==> config.mk <==
export PLATFORM = sky130hd
export DESIGN_NAME = tsync_unit
export DESIGN_NICKNAME = d
export VERILOG_FILES = /design/src/rtl/tsync_pkg.sv /design/src/rtl/tsync_lowfree.sv /design/src/rtl/tsync_frame_table.sv /design/src/rtl/tsync_fifo.sv /design/src/rtl/tsync_unit.sv
export SDC_FILE = /design/constraint.sdc
export NUM_CORES = 1
export LEC_CHECK = 0
export BUFFER_PORTS_ARGS = -buffer_cell sky130_fd_sc_hd__buf_2
export CAP_MARGIN = 5
export CORE_MARGIN = 2
export CORE_UTILIZATION = 25
export CTS_CLUSTER_SIZE = 16
export DETAILED_ROUTE_END_ITERATION = 8
export GPL_TIMING_DRIVEN = 0
export HOLD_SLACK_MARGIN = 0.08
export PLACE_DENSITY = 0.37
export SETUP_SLACK_MARGIN = 0.2
export SYNTH_ARGS = -nofsm -noshare
export SYNTH_HDL_FRONTEND = slang
export SYNTH_HIERARCHICAL = 1
export SYNTH_SLANG_ARGS = --single-unit
==> constraint.sdc <==
create_clock -name clk -period 11.5 [get_ports clk]
set_input_delay 0.575 -clock clk [delete_from_list [all_inputs] [get_ports clk]]
set_output_delay 0.575 -clock clk [all_outputs]
set_load 0.01 [all_outputs]
==> src/rtl/tsync_pkg.sv <==
package tsync_pkg;
    localparam int NUM_FRAMES = 16;
    localparam int FID_W      = $clog2(NUM_FRAMES);
    localparam int CNT_W      = 4;
    localparam int ADDR_W     = 16;
    localparam int QDEPTH     = 8;
    localparam int QCNT_W     = $clog2(QDEPTH + 1);

    typedef logic [FID_W-1:0]  fid_t;
    typedef logic [CNT_W-1:0]  cnt_t;
    typedef logic [ADDR_W-1:0] addr_t;

    typedef struct packed {
        fid_t  fid;
        addr_t entry;
    } rdy_t;

    function automatic logic is_last_input(input cnt_t c);
        return c == cnt_t'(1);
    endfunction
endpackage

==> src/rtl/tsync_lowfree.sv <==
module tsync_lowfree #(
    parameter int N     = 16,
    parameter int IDX_W = $clog2(N)
) (
    input  logic [N-1:0]     held_map,
    output logic             any_free,
    output logic [IDX_W-1:0] low_idx
);
    always_comb begin
        low_idx = '0;
        for (int i = N - 1; i >= 0; i--) begin
            if (!held_map[i]) low_idx = IDX_W'(i);
        end
        any_free = ~&held_map;
    end
endmodule

==> src/rtl/tsync_frame_table.sv <==
module tsync_frame_table #(
    parameter int N      = 16,
    parameter int FID_W  = $clog2(N),
    parameter int CNT_W  = 4,
    parameter int ADDR_W = 16
) (
    input  logic              clk,
    input  logic              rst,
    input  logic              alloc_we,
    input  logic [FID_W-1:0]  alloc_fid,
    input  logic [CNT_W-1:0]  alloc_cnt,
    input  logic [ADDR_W-1:0] alloc_entry,
    input  logic              dec_we,
    input  logic [FID_W-1:0]  dec_fid,
    input  logic              free_we,
    input  logic [FID_W-1:0]  free_fid,
    input  logic [FID_W-1:0]  rd_fid,
    output logic [CNT_W-1:0]  rd_cnt,
    output logic [ADDR_W-1:0] rd_entry,
    output logic [N-1:0]      held_map
);
    logic [CNT_W-1:0]  cnt_q   [N];
    logic [ADDR_W-1:0] entry_q [N];

    for (genvar g = 0; g < N; g++) begin : g_frame
        localparam logic [FID_W-1:0] ID = FID_W'(g);
        always_ff @(posedge clk) begin
            if (rst) begin
                held_map[g] <= 1'b0;
                cnt_q[g]    <= '0;
                entry_q[g]  <= '0;
            end else begin
                if (free_we && free_fid == ID) held_map[g] <= 1'b0;
                if (dec_we && dec_fid == ID)   cnt_q[g] <= cnt_q[g] - 1'b1;
                if (alloc_we && alloc_fid == ID) begin
                    held_map[g] <= 1'b1;
                    cnt_q[g]    <= alloc_cnt;
                    entry_q[g]  <= alloc_entry;
                end
            end
        end
    end

    assign rd_cnt   = cnt_q[rd_fid];
    assign rd_entry = entry_q[rd_fid];
endmodule

==> src/rtl/tsync_fifo.sv <==
module tsync_fifo #(
    parameter int W      = 20,
    parameter int DEPTH  = 8,
    parameter int PTR_W  = $clog2(DEPTH),
    parameter int CNT_W  = $clog2(DEPTH + 1)
) (
    input  logic             clk,
    input  logic             rst,
    input  logic             push,
    input  logic [W-1:0]     push_data,
    input  logic             pop,
    output logic [W-1:0]     head_data,
    output logic [CNT_W-1:0] level
);
    logic [W-1:0]     mem [DEPTH];
    logic [PTR_W-1:0] wr_ptr, rd_ptr;

    function automatic logic [PTR_W-1:0] bump(input logic [PTR_W-1:0] p);
        return (p == PTR_W'(DEPTH - 1)) ? '0 : p + 1'b1;
    endfunction

    always_ff @(posedge clk) begin
        if (rst) begin
            wr_ptr <= '0;
            rd_ptr <= '0;
            level  <= '0;
        end else begin
            if (push) begin
                mem[wr_ptr] <= push_data;
                wr_ptr      <= bump(wr_ptr);
            end
            if (pop) rd_ptr <= bump(rd_ptr);
            level <= level + CNT_W'(push) - CNT_W'(pop);
        end
    end

    assign head_data = mem[rd_ptr];
endmodule

==> src/rtl/tsync_unit.sv <==
module tsync_unit
    import tsync_pkg::*;
(
    input  logic              clk,
    input  logic              rst,
    input  logic              alloc_valid,
    input  logic [ADDR_W-1:0] alloc_entry,
    input  logic [CNT_W-1:0]  alloc_count,
    output logic              alloc_ready,
    output logic [FID_W-1:0]  alloc_fid,
    input  logic              arg_valid,
    input  logic [FID_W-1:0]  arg_fid,
    output logic              arg_ready,
    input  logic              free_valid,
    input  logic [FID_W-1:0]  free_fid,
    output logic              rdy_valid,
    input  logic              rdy_ready,
    output logic [FID_W-1:0]  rdy_fid,
    output logic [ADDR_W-1:0] rdy_entry,
    output logic              err_sticky
);
    logic [NUM_FRAMES-1:0] live_map;
    logic [QCNT_W-1:0]     q_count;
    cnt_t                  arg_cnt;
    addr_t                 arg_entry;
    rdy_t                  push_item, head_item;
    logic alloc_fire, arg_fire, free_hit, arg_bad, dec_we, err_set, q_push, q_pop;

    tsync_lowfree #(.N(NUM_FRAMES), .IDX_W(FID_W)) picker_i (
        .held_map (live_map),
        .any_free (alloc_ready),
        .low_idx  (alloc_fid)
    );

    assign alloc_fire = alloc_valid && alloc_ready;
    assign arg_ready  = (q_count != QCNT_W'(QDEPTH));
    assign arg_fire   = arg_valid && arg_ready;
    assign free_hit   = free_valid && (free_fid == arg_fid);
    assign arg_bad    = !live_map[arg_fid] || (arg_cnt == '0);
    assign dec_we     = arg_fire && !free_hit && !arg_bad;
    assign err_set    = arg_fire && !free_hit && arg_bad;
    assign q_push     = dec_we && is_last_input(arg_cnt);
    assign q_pop      = rdy_valid && rdy_ready;

    tsync_frame_table #(
        .N(NUM_FRAMES), .FID_W(FID_W), .CNT_W(CNT_W), .ADDR_W(ADDR_W)
    ) table_i (
        .clk         (clk),
        .rst         (rst),
        .alloc_we    (alloc_fire),
        .alloc_fid   (alloc_fid),
        .alloc_cnt   (alloc_count),
        .alloc_entry (alloc_entry),
        .dec_we      (dec_we),
        .dec_fid     (arg_fid),
        .free_we     (free_valid),
        .free_fid    (free_fid),
        .rd_fid      (arg_fid),
        .rd_cnt      (arg_cnt),
        .rd_entry    (arg_entry),
        .held_map    (live_map)
    );

    assign push_item = '{fid: arg_fid, entry: arg_entry};

    tsync_fifo #(.W($bits(rdy_t)), .DEPTH(QDEPTH)) queue_i (
        .clk       (clk),
        .rst       (rst),
        .push      (q_push),
        .push_data (push_item),
        .pop       (q_pop),
        .head_data (head_item),
        .level     (q_count)
    );

    assign rdy_valid = (q_count != '0);
    assign rdy_fid   = head_item.fid;
    assign rdy_entry = head_item.entry;

    always_ff @(posedge clk) begin
        if (rst)          err_sticky <= 1'b0;
        else if (err_set) err_sticky <= 1'b1;
    end
endmodule

==> impl_metrics.tcl, run 1 <==
set metrics [dict create \
    outcome "finished, final reports clean" \
    fin_nets 1704 \
    synthTopCellsByCount "edfxtp_1, and2_1, clkbuf_1, mux4_2, and3_1" \
    layout-drive-gt1-share_pct 20.28 \
    drv_slew 0 \
    root_buffer "clkbuf_16" \
    peakVddDrop_mv 0.1398 \
    worstMarginPinSlew_ns 1.125 \
    muxShareOfSynthArea_pct 13.80 \
    hold_viol 0 \
    required_ns 11.83 \
    synthSimpleGateAreaFrac_pct 10.68 \
    skew_ns 0.01406 \
    synth-seq-cells 510 \
    cts.repair.resized 0 \
    initial_core_util_pct 25.28 \
    ys_seq_area_share_pct 63.55 \
    grt_usage_pct 14.60 \
    p_leak_nw 9.649 \
    synth_top_family_by_area "multiplexers" \
    cp_cell_sequence "buf_2 -> clkbuf_1 -> clkbuf_1 -> mux4_2 -> a22oi_1 -> nand2_1 -> nor3_1 -> nand2_1 -> nor3_1 -> nand2b_1 -> nor4_2 -> buf_4 -> buf_4 -> buf_4" \
    nFillCells 9326 \
    grt_setup_unrepaired "no" \
    fin_util_pct 29.94 \
    die_w_um 311.4 \
    clock-sinks 510 \
    vias_per_cell 4.624 \
    ys.flop_type "edfxtp_1" \
    critPathSlowestCell "nor3_1" \
    dp_hpwl_um 50190 \
    syn2layout_area_growth_pct 18.45 \
    powerDensity_nw_per_um2 163.9 \
    power_mw 4.587 \
    dieHeight_um 311.4 \
    critical_path_class "in -> reg" \
    die-area_um2 96980 \
    netlist_area_um2 23630 \
    drc 0 \
    seqCellArea_um2 15010 \
    htree_levels 2 \
    place_inst 2837 \
    yosysWarningCount 6 \
    cts_tree "done" \
    synth_most_common_cell "edfxtp_1" \
    synthAdderAreaFrac_pct 1.356 \
    clk_latency_ns 0.62 \
    overflow 0 \
    cp_common_cell "buf_4" \
    synth_top_area_share_pct 61.01 \
    cp.buffers_inverters 6 \
    synth.avg_cell_area_um2 15.74 \
    via_count 13640 \
    synth_top_area_cell "edfxtp_1" \
    async_flop_share_pct 0 \
    worstHoldPathType "in -> reg" \
    postSynthCellCount 1501 \
    post-cts-setup-buffers 0 \
    ios 62 \
    fmax_ghz 0.1823 \
    grt_antenna_before_repair 5 \
    core_um2 93470 \
    fin_crit_ns 5.484 \
    synth-xor-area-share_pct 1.409 \
    maxCapViolCount 0 \
    rows 112 \
    critPathArrivalTime_ns 5.81 \
    cp_slowest_stage_delay_ns 0.84 \
    fin_cells 2950 \
    path_max_fanout 20 \
    clkTransAtPathRegs_ns 0.06 \
    cts_hold_buf 0 \
    gp_congestion 0.7940 \
    post-route-period-util_pct 47.69 \
    ys_types 54 \
    slew_headroom_pct 24.40 \
    synth_edf_count 480 \
    grt_max_degree 24 \
    setup_violations 0 \
    grt_pass1_vias 14420 \
    post_drt_wl_per_cell_um 24.11 \
    synth_compound_area_share_pct 6.228 \
    cts.path.max_buffers 3 \
    diodes 0 \
    cts_made_buffers 60 \
    port_buffers 58 \
    drt_iter0_markers 1079 \
    synth_nets 1560 \
    ys_top_cells_by_area "edfxtp_1, mux4_2, and2_1" \
    start_kind "input port" \
    grt_pass1_wl_um 104100 \
    ant_nets 0 \
    multi_input_area_um2 8024 \
    setup_tns_ns 0 \
    wirelength_um 71140 \
    cp_top_family "simple AND/OR/NAND/NOR gates" \
    endpoint_kind "register" \
    dr.pass1.iters 5 \
]
==> final cells by class <==
type	count	share of cell area, %
sequential	510	53.65
multi-input combinational	833	28.67
clock buffer	83	6.076
tap	1254	5.606
timing repair buffer	82	2.379
buffer	114	1.931
clock inverter	30	1.095
inverter	44	0.5902
==> layer usage <==
metal	vias up	routed length, um	track usage [%]
met5	-	23	0
met4	4	1230	3.272
met3	98	2917	2.396
met2	239	34800	24.78
met1	7097	32170	19.52
li1	6202	-	-
==> cells in the final DEF (no fill, tap or decap), types with 6 or more instances in the layout <==
cell type,n
edfxtp_1,480
and2_1,198
clkbuf_1,96
mux4_2,82
buf_2,71
and3_1,65
clkbuf_16,62
o2bb2ai_1,58
inv_1,44
mux4_1,42
a22oi_1,40
xnor2_1,36
nand2_1,35
dfxtp_1,30
nor2_1,25
ha_1,24
mux2_2,23
nor3_1,23
o21ai_0,16
a21o_1,16
o21ai_2,16
o2111ai_1,15
clkinv_2,14
o211ai_1,13
buf_6,12
nand3_1,11
nor2_4,10
buf_8,10
nand2b_1,9
nor2b_1,9
buf_4,9
clkinv_1,8
clkbuf_8,7
a21oi_1,7
nand3b_1,7
bufinv_16,6
buf_16,6
==> metrics by stage <==
stage	hold WS [ns]	instance area [um2]	worst slack, ns
after floorplan	0.4570	23630	6.354
after global placement	0.4698	25490	1.647
after detailed placement	0.4815	25980	5.304
after CTS	0.2919	27990	5.972
after global routing	0.3183	27990	5.727
final	0.3443	27990	6.016
==> sequential cells by signal (all words and copies together) (netlist names), named ones only <==
name / cells
table_i/entry_q: 256
queue_i/wr_ptr: 3
queue_i/mem: 160
table_i/held_map: 16
err_sticky: 1
queue_i/rd_ptr: 3
table_i/cnt_q: 64
queue_i/level: 4
==> power by group <==
group | switching (mW) | internal [mW]
logic | 0.298 | 0.203
registers | 0.0323 | 2.11
clock network | 0.782 | 1.16
==> cell families (layout without fill, tap and decap cells) <==
logic type               count (synthesis)  after routing
flip-flops                             510            510
AND/OR/NAND/NOR                        422            422
AO/OA/AOI/OAI                          196            196
buffers and inverters                  158            353
multiplexers                           152            152
XOR/XNOR                                38             38
adder cells (fa/ha/maj)                 25             25
==> path summary, 6_finish.rpt <==
kind | endpoint | cells after the start | from | slack, ns
worst max register to register | queue_i/mem[0][5]$_DFFE_PP_ | 11 | table_i/cnt_q[3][2]$_DFFE_PP_ | 7.07
worst max-delay path | queue_i/mem[0][5]$_DFFE_PP_ | 14 | arg_fid[1] | 6.02
worst min-delay path | table_i/entry_q[14][3]$_SDFFCE_PN0P_ | 2 | alloc_entry[3] | 0.34
worst min register to register | err_sticky$_SDFFE_PP0P_ | 2 | err_sticky$_SDFFE_PP0P_ | 0.49
Power figures use the tool's default switching activity.
==> run 2, diff against run 1 <==
- PLACE_DENSITY: 0.37 -> 0.38
- clock period: 11.5 -> 4.75 ns (I/O delays scaled with it)
==> run 2 against run 1 <==
  * Die area did not move
  * Final area is 0.29% higher
  * Power is 130% higher
  * Worst setup slack worse by 5.5 ns
  * Hold slack got worse by 0.21 ns
  * Critical path type unchanged
  * Critical endpoint is now queue_i/mem[3][19]$_DFFE_PP_
  * Clock skew increased by 0.013 ns
==> impl_metrics.tcl, run 2 (synthesis results as in run 1) <==
set metrics [dict create \
    required_ns 5.06 \
    reg_top3 "table_i/entry_q: 256 flops, queue_i/mem: 160 flops, table_i/cnt_q: 64 flops" \
    hold_viol 0 \
    top_register "table_i/entry_q" \
    mostFrequentLayoutCell "edfxtp_1" \
    netSwitchingFraction_pct 24.46 \
    cp_cell_sequence "buf_2 -> clkbuf_1 -> buf_2 -> mux4_2 -> a22oi_1 -> nand2_1 -> nor3_1 -> nand2_1 -> nor3_2 -> nand2_1 -> nor2_2 -> buf_8" \
    combPwrFrac_pct 11.3 \
    crit_path_start "arg_fid[0]" \
    grt_antenna_before_repair 4 \
    endpoint_kind "register" \
    drv_slew 0 \
    slew_headroom_pct 17.36 \
    clkTransAtPathRegs_ns 0.06 \
    ios 62 \
    skew_ns 0.02706 \
    fin_hold_ws_ns 0.1356 \
    cts.path.max_buffers 3 \
    fin_cells 2968 \
    critPathArrivalTime_ns 4.52 \
    topRoutingLayerUsed "met5" \
    final_cell_mix "edfxtp_1, and2_1, clkbuf_1" \
    ant_nets 0 \
    hp-start "arg_fid[0]" \
    cp.buffers_inverters 4 \
    syn2layout_area_growth_pct 18.79 \
    htree_levels 2 \
    fmax_ghz 0.2375 \
    drt_iter0_markers 1018 \
    root_buffer "clkbuf_16" \
    critical_path_class "in -> reg" \
    grt_pass1_wl_um 102100 \
    cts_tree "done" \
    worstHoldPathType "in -> reg" \
    path_max_fanout 16 \
    maxCapViolCount 0 \
    wl_met3_um 2581 \
    core_um2 93470 \
    power_frac_seq_pct 48.2 \
    post_drt_wl_per_cell_um 23.45 \
    place_inst 2838 \
    layout-drive-gt1-share_pct 19.60 \
    dp_hpwl_um 50380 \
    grt_pass1_vias 14690 \
    post-route-period-util_pct 88.63 \
    via_count 13660 \
    vias_per_cell 4.601 \
    worstMarginPinSlew_ns 1.230 \
    cp_slowest_stage_delay_ns 0.59 \
    setup_violations 0 \
    critPathSlowestCell "mux4_2" \
    cp_common_cell "nand2_1" \
    overflow 0 \
    p_leak_nw 9.639 \
    cts_made_buffers 59 \
    fin_crit_ns 4.210 \
    diodes 0 \
    dr.pass1.iters 5 \
    cp_top_family "simple AND/OR/NAND/NOR gates" \
    wl_met2_um 35130 \
    clk_latency_ns 0.63 \
    die_w_um 311.4 \
    switchingPower_mw 2.629 \
    initial_core_util_pct 25.28 \
    rows 112 \
    peakVddDrop_mv 0.2515 \
    rr_startpoint "table_i/held_map[10]$_SDFFE_PP0P_" \
    p_int_mw 8.117 \
    dieHeight_um 311.4 \
    wl_met1_um 30500 \
    largest_register_ffs 256 \
    r2r_slack_ns 0.77 \
    fin_nets 1728 \
    start_kind "input port" \
    setup_tns_ns 0 \
    drc 0 \
    grt_usage_pct 14.29 \
    outcome "finished, final reports clean" \
    die-area_um2 96980 \
    clock-sinks 510 \
    clkPwrFrac_pct 40.4 \
    power_mw 10.75 \
    port_buffers 58 \
    gp_congestion 0.7592 \
    powerDensity_nw_per_um2 382.9 \
    grt_setup_unrepaired "yes" \
    wirelength_um 69590 \
    grt_max_degree 24 \
]
run 2: area by class of cell:
type	instances	area (um2)
tap	1254	1569
clock inverter	26	220.2
fill	9350	65400
inverter	44	165.2
clock buffer	80	1605
sequential	510	15010
multi-input combinational	833	8041
buffer	114	544.3
timing repair buffer	107	907.1
run 2: repair_timing:
action,CTS,global route
pin swaps,0,1
hold buffers,24,0
setup endpoints to repair,140,113
endpoints found under the hold margin,103,0
resized for setup,1,11
setup buffers,0,0
run 2: final timing paths:
path,to,cells past startpoint
max,queue_i/mem[3][19]$_DFFE_PP_,12
min,queue_i/mem[7][16]$_DFFE_PP_,1
max reg2reg,table_i/cnt_q[11][1]$_DFFE_PP_,8
min reg2reg,err_sticky$_SDFFE_PP0P_,2
run 2: power groups by stage:
stage | sequential, mW | clock, mW | combinational (mW)
2_1_floorplan | 5.25 | 0 | 0.751
3_3_place_gp | 5.29 | 0 | 1.19
3_5_place_dp | 5.28 | 0 | 1.23
4_1_cts | 5.19 | 4.50 | 1.25
5_1_grt | 5.20 | 4.66 | 1.34
6_report | 5.18 | 4.35 | 1.22
run 2: stage by stage:
stage / setup slack [ns] / util (%) / cell area, um2
detailed placement: -0.8450 / 27.79 / 25970
floorplan: 0.7740 / - / 23640
global placement: -2.309 / 27.28 / 25500
finish: 0.5399 / 30.03 / 28070
CTS: 0.2282 / 30.00 / 28040
global route: 0.08033 / 30.03 / 28070
run 2: worst register-to-register path: stages (launching register included):
cell	delay, ns
dfxtp_1	0.44
inv_1	0.06
o21ai_0	0.16
a311oi_1	0.07
o21ai_1	0.89
nand2_1	0.60
clkbuf_1	0.46
o21ai_2	0.71
a21o_1	0.28
run 2: per-layer routing:
metal  vias to the layer above  track usage (%)
li1                       6235                -
met1                      7086            18.29
met2                       239            25.26
met3                        93            2.256
met4                         2            3.261
met5                         -                0
==> run 3, diff against run 2 <==
- PLACE_DENSITY: 0.38 -> unset
- PLACE_DENSITY_LB_ADDON: unset -> 0.12
==> run 3 against run 2 <==
  * Sequential share of layout area decreased by 0.67 points
  * Die area unchanged
  * Routed wire length increased by 0.94%
  * Via count increased by 0.24%
  * Non-clock buffer count unchanged
  * Clock power increased by 14%
  * Sequential power about the same
  * Power increased by 5.7%
  * First-iteration DRC count decreased by 3.2%
  * Critical endpoint is now queue_i/mem[5][19]$_DFFE_PP_
==> impl_metrics.tcl, run 3 (synthesis results as in run 1) <==
set metrics [dict create \
    outcome "finished, final reports clean" \
    top_register "table_i/entry_q" \
    netSwitchingFraction_pct 23.97 \
    worstHoldPathType "in -> reg" \
    core_um2 93470 \
    grt_antenna_before_repair 0 \
    cts.path.max_buffers 3 \
    overflow 0 \
    switchingPower_mw 2.724 \
    post-place-ws_ns -0.8102 \
    hold_viol 0 \
    gp_congestion 0.7938 \
    grt_usage_pct 14.41 \
    via_count 13690 \
    peakVddDrop_mv 0.2620 \
    p_leak_nw 9.814 \
    grt_max_degree 24 \
    maxCapViolCount 0 \
    wirelength_um 70240 \
    largest_register_ffs 256 \
    path_max_fanout 20 \
    drv_slew 0 \
    r2r_end "table_i/cnt_q[15][2]$_DFFE_PP_" \
    ios 62 \
    start_kind "input port" \
    die-area_um2 96980 \
    dr.pass1.iters 7 \
    layout-drive-gt1-share_pct 20.08 \
    clock-sinks 510 \
    post_drt_wl_per_cell_um 23.59 \
    required_ns 5.07 \
    cts_tree "done" \
    power_mw 11.36 \
    whs_endpoint "queue_i/mem[4][16]$_DFFE_PP_" \
    clkTransAtPathRegs_ns 0.06 \
    slew_headroom_pct 26.13 \
    powerDensity_nw_per_um2 399.7 \
    fin_crit_ns 4.449 \
    ant_nets 0 \
    cts_made_buffers 61 \
    place_inst 2836 \
    initial_core_util_pct 25.28 \
    worstMarginPinSlew_ns 1.100 \
    rr_startpoint "table_i/held_map[10]$_SDFFE_PP0P_" \
    p_int_mw 8.638 \
    post-route-period-util_pct 93.66 \
    root_buffer "clkbuf_16" \
    grt_setup_unrepaired "yes" \
    critPathArrivalTime_ns 4.77 \
    grt_pass1_wl_um 103300 \
    power_frac_seq_pct 45.6 \
    grt_pass1_vias 14690 \
    skew_ns 0.02825 \
    htree_levels 2 \
    setup_ws_ns 0.3010 \
    hp-start "arg_fid[0]" \
    worstHoldPathCells 1 \
    setup_violations 0 \
    dp_hpwl_um 50280 \
    port_buffers 58 \
    endpoint_kind "register" \
    syn2layout_area_growth_pct 20.30 \
    fin_cells 2978 \
    clkPwrFrac_pct 43.5 \
    r2r_slack_ns 0.93 \
    mostFrequentLayoutCell "edfxtp_1" \
    clk_latency_ns 0.63 \
    dieHeight_um 311.4 \
    vias_per_cell 4.596 \
    fmax_ghz 0.2248 \
    critical_path_class "in -> reg" \
    drc 0 \
    die_w_um 311.4 \
    final_cell_mix "edfxtp_1, and2_1, clkbuf_1" \
    combPwrFrac_pct 10.9 \
    reg2reg_depth 8 \
    reg_top3 "table_i/entry_q: 256 flops, queue_i/mem: 160 flops, table_i/cnt_q: 64 flops" \
    drt_iter0_markers 985 \
    rows 112 \
    fin_nets 1730 \
]
-- run 3: cell types whose count changed in the layout (fill, tap and decap cells not counted), moves of 5 or more --
cell       previous run  this run
clkbuf_8              5         0
clkinv_2              6        16
clkbuf_1             95        89
buf_16                1         8
bufinv_16             3        12
buf_8                21        12
-- run 3: how the worst max path moves through the flow --
stage,from,endpoint,slack (ns),depth (start not counted)
6_report,arg_fid[1],queue_i/mem[5][19]$_DFFE_PP_,0.30,12
5_1_grt,arg_fid[1],queue_i/mem[4][19]$_DFFE_PP_,0.11,11
4_1_cts,arg_fid[1],queue_i/mem[4][19]$_DFFE_PP_,0.30,11
3_5_place_dp,arg_fid[1],queue_i/mem[2][5]$_DFFE_PP_,-0.81,11
3_3_place_gp,arg_fid[1],queue_i/mem[0][5]$_DFFE_PP_,-2.36,11
2_1_floorplan,arg_fid[0],queue_i/mem[0][0]$_DFFE_PP_,0.77,10
-- run 3: layer usage --
metal | global-route usage [%] | part of all wire (%) | vias to the layer above
met2 | 25.45 | 50 | 248
met1 | 18.82 | 45 | 7099
met5 | 0 | 0 | -
li1 | - | - | 6259
met3 | 1.843 | 3.2 | 82
met4 | 3.096 | 1.7 | 0
-- run 3: worst max-delay path: stages --
cell and delay, ns:
buf_2 0.41, clkbuf_1 0.45, clkbuf_1 0.70, mux4_2 0.43, a22oi_1 0.32, nand2_1 0.11
nor3_1 0.20, nand2_1 0.10, nor3_2 0.53, nand2_1 0.33, nor2_2 0.68, buf_16 0.23
-- run 3: timing repair --
| item | in CTS | in global routing |
|---|---|---|
| hold endpoints to repair | 112 | 0 |
| cloned | 0 | 0 |
| endpoints found under the setup margin | 139 | 87 |
| resized for setup | 1 | 2 |
| hold buffers | 26 | 0 |
| buffers inserted | 0 | 0 |
-- run 3: metrics by stage --
step	util, %	TNS [ns]	instance area, um2	hold slack [ns]
after floorplan	-	0	23640	0.3037
after global placement	27.28	-528.80	25500	0.4667
after detailed placement	27.86	-111.31	26040	0.4774
after CTS	30.41	0	28420	0.1012
after global routing	30.41	0	28420	0.1068
final	30.41	0	28420	0.1264
-- run 3: final cells by class --
| class | instances | area, um2 |
|---|---|---|
| Buffer | 114 | 541.8 |
| Timing Repair Buffer | 107 | 984.7 |
| Clock inverter | 45 | 533.0 |
| Sequential cell | 510 | 15010 |
| Clock buffer | 70 | 1582 |
| Multi-Input combinational cell | 833 | 8031 |
| Inverter | 44 | 165.2 |
| Fill cell | 9347 | 65050 |
| Antenna cell | 1 | 2.502 |
| Tap cell | 1254 | 1569 |
-- run 3: power by group through the flow --
stage,Combinational (mW),Clock (mW),Sequential [mW]
after floorplan,0.751,0,5.25
after global placement,1.20,0,5.28
after detailed placement,1.25,0,5.28
after CTS,1.27,5.10,5.18
after global routing,1.35,5.26,5.20
final,1.24,4.94,5.18
